$ cat src/rtl/pwcap_pkg.sv
package pwcap_pkg;

  typedef enum logic {
    CAP_IDLE = 1'b0,
    CAP_RUN  = 1'b1
  } cap_state_e;

  // saturating increment used by the tick counter
  function automatic logic [63:0] sat_next(input logic [63:0] cur, input logic [63:0] top);
    return (cur >= top) ? top : cur + 64'd1;
  endfunction

endpackage

$ cat src/rtl/pwcap_sync_edge.sv
module pwcap_sync_edge #(
  parameter int STAGES = 2
) (
  input  logic clk,
  input  logic rst_n,
  input  logic din,
  output logic rise,
  output logic fall
);
  logic [STAGES-1:0] chain_q;
  logic              prev_q;

  generate
    for (genvar g = 0; g < STAGES; g++) begin : g_stage
      always_ff @(posedge clk or negedge rst_n) begin
        if (!rst_n) chain_q[g] <= 1'b0;
        else if (g == 0) chain_q[g] <= din;
        else chain_q[g] <= chain_q[(g == 0) ? 0 : g-1];
      end
    end
  endgenerate

  always_ff @(posedge clk or negedge rst_n) begin
    if (!rst_n) prev_q <= 1'b0;
    else        prev_q <= chain_q[STAGES-1];
  end

  assign rise = chain_q[STAGES-1] & ~prev_q;
  assign fall = ~chain_q[STAGES-1] & prev_q;
endmodule

$ cat src/rtl/pwcap_tick.sv
module pwcap_tick #(
  parameter int TICK_DIV = 200
) (
  input  logic clk,
  input  logic rst_n,
  input  logic clr,
  output logic tick
);
  generate
    if (TICK_DIV <= 1) begin : g_every
      logic unused_clr;
      assign unused_clr = clr;
      assign tick = 1'b1;
    end else begin : g_div
      localparam int DW = $clog2(TICK_DIV);
      localparam logic [DW-1:0] LAST = DW'(TICK_DIV - 1);
      logic [DW-1:0] div_q;
      always_ff @(posedge clk or negedge rst_n) begin
        if (!rst_n)             div_q <= '0;
        else if (clr)           div_q <= '0;
        else if (div_q == LAST) div_q <= '0;
        else                    div_q <= div_q + 1'b1;
      end
      assign tick = (div_q == LAST);
    end
  endgenerate
endmodule

$ cat src/rtl/pwcap_counter.sv
module pwcap_counter
  import pwcap_pkg::*;
#(
  parameter int CNT_W = 32
) (
  input  logic             clk,
  input  logic             rst_n,
  input  logic             clr,
  input  logic             restart,
  input  logic             adv,
  output logic [CNT_W-1:0] cnt
);
  localparam logic [63:0] TOP = 64'((65'd1 << CNT_W) - 65'd1);

  always_ff @(posedge clk or negedge rst_n) begin
    if (!rst_n)       cnt <= '0;
    else if (clr)     cnt <= '0;
    else if (restart) cnt <= '0;
    else if (adv)     cnt <= CNT_W'(sat_next(64'(cnt), TOP));
  end
endmodule

$ cat src/rtl/pwcap_top.sv
module pwcap_top
  import pwcap_pkg::*;
#(
  parameter int CNT_W       = 32,
  parameter int TICK_DIV    = 200,
  parameter int SYNC_STAGES = 2
) (
  input  logic             clk,
  input  logic             rst_n,
  input  logic             din,
  input  logic             start,
  input  logic             stop,
  output logic             capturing,
  output logic             err,
  output logic             evt_valid,
  output logic             evt_level,
  output logic [CNT_W-1:0] evt_duration
);
  cap_state_e       state_q;
  logic             rise_w, fall_w, tick_w;
  logic             start_ok, stop_ok, bad_req;
  logic [CNT_W-1:0] cnt_q;

  pwcap_sync_edge #(.STAGES(SYNC_STAGES)) u_edge (
    .clk(clk), .rst_n(rst_n), .din(din), .rise(rise_w), .fall(fall_w)
  );

  pwcap_tick #(.TICK_DIV(TICK_DIV)) u_tick (
    .clk(clk), .rst_n(rst_n), .clr(start_ok), .tick(tick_w)
  );

  pwcap_counter #(.CNT_W(CNT_W)) u_cnt (
    .clk(clk), .rst_n(rst_n), .clr(start_ok),
    .restart(capturing & rise_w), .adv(capturing & tick_w), .cnt(cnt_q)
  );

  assign capturing = (state_q == CAP_RUN);
  assign start_ok  = start & ~stop & (state_q == CAP_IDLE);
  assign stop_ok   = stop & ~start & (state_q == CAP_RUN);
  assign bad_req   = (start | stop) & ~start_ok & ~stop_ok;

  always_ff @(posedge clk or negedge rst_n) begin
    if (!rst_n) begin
      state_q <= CAP_IDLE;
      err     <= 1'b0;
    end else begin
      if (start_ok)     state_q <= CAP_RUN;
      else if (stop_ok) state_q <= CAP_IDLE;
      if (bad_req)      err <= 1'b1;
    end
  end

  always_ff @(posedge clk or negedge rst_n) begin
    if (!rst_n) begin
      evt_valid    <= 1'b0;
      evt_level    <= 1'b0;
      evt_duration <= '0;
    end else begin
      evt_valid <= capturing & (rise_w | fall_w);
      if (capturing & (rise_w | fall_w)) begin
        evt_level    <= fall_w;
        evt_duration <= cnt_q;
      end
    end
  end
endmodule

$ cat config.mk
export PLATFORM = sky130hd
export DESIGN_NAME = pwcap_top
export DESIGN_NICKNAME = d
export VERILOG_FILES = /design/src/rtl/pwcap_pkg.sv /design/src/rtl/pwcap_sync_edge.sv /design/src/rtl/pwcap_tick.sv /design/src/rtl/pwcap_counter.sv /design/src/rtl/pwcap_top.sv
export SDC_FILE = /design/constraint.sdc
export NUM_CORES = 1
export LEC_CHECK = 0
export BUFFER_PORTS_ARGS = -buffer_cell sky130_fd_sc_hd__buf_2
export CAP_MARGIN = 15
export CORE_MARGIN = 8
export CORE_UTILIZATION = 50
export DETAILED_ROUTE_END_ITERATION = 8
export GPL_ROUTABILITY_DRIVEN = 0
export GPL_TIMING_DRIVEN = 0
export PLACE_DENSITY = 0.7
export SYNTH_ARGS = -nofsm -noshare
export SYNTH_HDL_FRONTEND = slang
export SYNTH_SLANG_ARGS = --single-unit
export TNS_END_PERCENT = 5
$ cat constraint.sdc
create_clock -name clk -period 2.2 [get_ports clk]
set_input_delay 0.11 -clock clk [delete_from_list [all_inputs] [get_ports clk]]
set_output_delay 0.11 -clock clk [all_outputs]
set_load 0.03 [all_outputs]
==> metrics <==
largest net degree at the start of global routing 42; 1st-iter DRT viols 285; first-pass GRT wire length ~15000 um; ant diodes 0; clk_lat worst skew 350 ps; fmax 470 MHz; P per Cell Area 707 nW/um2; critical path type flip-flop to flip-flop; Worst R2R Start u_tick.g_div.div_q[2]; max_cap viols 0; final hold violation count 0; outcome finished, final reports clean; Final Setup Violations 0; CP Launch Type flip-flop; drt drc 0; RSZ-0062 raised after global routing true; final cycle utilization of the critical path 96.7%; Via density 6.08; vias post-DR 3176; max_slew headroom 56.7%; worst-margin pin slew 644 ps; Final min period 2130 ps; Avg Inst Size Synth approximately 11 um2; Peak VDD IR 0.366 mV; flop-to-flop setup slack 70 ps; Seq/Total Area, Yosys 52.0%; CTS tree built; Setup TNS Final 0 ps; Antenna Violating Nets Remaining 0; Starting Density 52.1%; HPWL Detailed 6120 um; CTS Buf Count 9; vias in the first global route slightly above 3000; ys async rst share 100%; Mapped Nets 365; clock buffer depth 2; share of cells above drive strength 1 roughly 30%; synth warn 0; die height 103 um; drt wl/cell 17.7 um; WP data arrival between 2000 and 2500 ps; max-slew violation count 0; Layout area overhead 19.4%; initial antenna violation count 0; Tot Pwr 3.21 mW; CP Capture Type flip-flop; Core Area roughly 7300 um2; FF-to-FF End u_cnt.cnt[9]; chip width roughly 100 um; Main synth FF type dfrtp_1; root buffer cell clkbuf_8; Hold Crit Class primary input to async pin; Post-Syn Area 3800 um2; CTS sink cnt between 70 and 80; Reg clk slew, reported paths 80 ps; reg2reg path depth 7; total gr overflow 0; Req. time, crit path approximately 2400 ps; die footprint 10600 um2; port bufs 40; All-Layer GR Usage 17.9%; post-synthesis cell type count between 40 and 50; Yosys reg bits 79; drt total wl just over 9000 um; Setup Skew 8.77 ps; leakage 2.27 nW; FP Rows 31; DRT Pass-1 Iters 5; final net count around 430; EDFF count, synth 0; number of top-level pins 41; CTS H-tree lvls 3; Mapped Cells 356; Crit Path Max Fanout 7
power breakdown:
group / internal (mW) / switching (mW) / leakage [nW]
registers: 1.54 / 0.0914 / 1.07
clock network: 0.615 / 0.516 / 0.109
logic: 0.194 / 0.252 / 1.09
cells in the final DEF, fill, tap and decap left out, drive strengths merged, types with 2 or more instances in the layout:
master	instances
dlygate4sd3	4
nand2b	3
o311ai	11
o22a	2
o21ai	22
inv	10
a41oi	7
mux2i	2
clkbuf	26
and2	4
ha	4
buf	56
o221a	2
nor4	5
nand3	27
a31o	2
xor2	5
dfrtp	79
nand4	8
mux2	30
a21o	2
a31oi	6
nor3	7
o211ai	8
and3	9
or4	3
nor2	25
clkinv	2
a21oi	13
and4	3
nand2	23
sequential cells by signal, summed over array words and instances, names as in the netlist:
name	count
capturing	1
err	1
evt_duration	32
evt_level	1
evt_valid	1
u_cnt.cnt	32
u_edge.chain_q	2
u_edge.prev_q	1
u_tick.g_div.div_q	8
logic make-up after synthesis:
family | count (synthesis) | share of synthesized area (%)
mux | 32 | 9.42
xor+xnor | 6 | 1.38
compound gates | 81 | 14.8
flops | 79 | 52.0
buf+inv | 32 | 3.62
fa+ha+maj | 4 | 1.32
simple gates | 122 | 17.4
worst max-delay path, cell delays in order, from the launching register on:
cell and delay, ps:
dfrtp_1 400, or3b_4 410, or3_4 370, buf_6 140, nor4_4 300, nand2_4 140
buf_4 170, o311ai_0 80
cells in the mapped netlist (3+ instances only):
cell	count	share of area, %
a21oi_1	13	1.7
xor2_1	5	1.2
nor3_1	7	0.92
nand3_1	27	3.6
o311ai_0	8	1.8
nand2_1	22	2.2
o211ai_1	7	1.4
nand4_1	8	1.3
o21ai_0	21	2.8
o311ai_1	3	0.69
mux2_2	30	8.9
nand2b_1	3	0.49
dfrtp_1	79	52
inv_1	10	0.99
and2_1	4	0.66
or4_1	3	0.59
a31oi_1	6	0.99
and3_1	9	1.5
ha_1	4	1.3
and4_1	3	0.69
clkbuf_1	17	1.7
a41oi_1	7	1.6
nor2_1	25	2.5
worst max-delay path by stage:
stage,slack (ps),start,to
finish,70,u_tick.g_div.div_q[2],u_cnt.cnt[9]
global route,-20,u_edge.chain_q[1],u_cnt.cnt[9]
CTS,-8,u_cnt.cnt[7],u_cnt.cnt[11]
global placement,-140,u_tick.g_div.div_q[0],u_cnt.cnt[11]
detailed placement,-140,u_tick.g_div.div_q[0],u_cnt.cnt[11]
floorplan,40,capturing,u_cnt.cnt[19]
routing by layer:
metal  track usage [%]  vias to the layer above  share of wire [%]
li1                  -                     1441                  -
met1              22.9                     1569                 42
met2              29.1                      148                 49
met3              3.58                       18                7.3
met4              7.01                        0                2.2
met5                 0                        -                  0
repair_timing:
action	CTS	global route
gates resized for setup	8	21
setup buffers	1	9
hold buffers	4	0
endpoints found under the hold margin	41	0
pin swaps	2	5
endpoints found under the setup margin	51	32
metrics by stage:
step / hold slack, ps / worst slack, ps / area (um2) / std cells / util [%]
detailed placement: 107 / -136 / 4150 / 496 / 56.8
global route: 322 / -20.8 / 4540 / 522 / 62.2
floorplan: -186 / 37.5 / 3800 / 356 / -
global placement: 223 / -138 / 4120 / 495 / 56.5
finish: 268 / 71.9 / 4540 / 522 / 62.2
CTS: 276 / -8.26 / 4430 / 516 / 60.7
final cells by class:
cell class | count | area, um2
fill | 650 | 2760
sequential | 79 | 1980
multi-input combinational | 245 | 1740
timing repair buffer | 55 | 338
clock buffer | 13 | 169
tap | 99 | 124
buffer | 18 | 104
clock inverter | 3 | 40.0
inverter | 10 | 37.5
(Power assumes the default switching activity.)
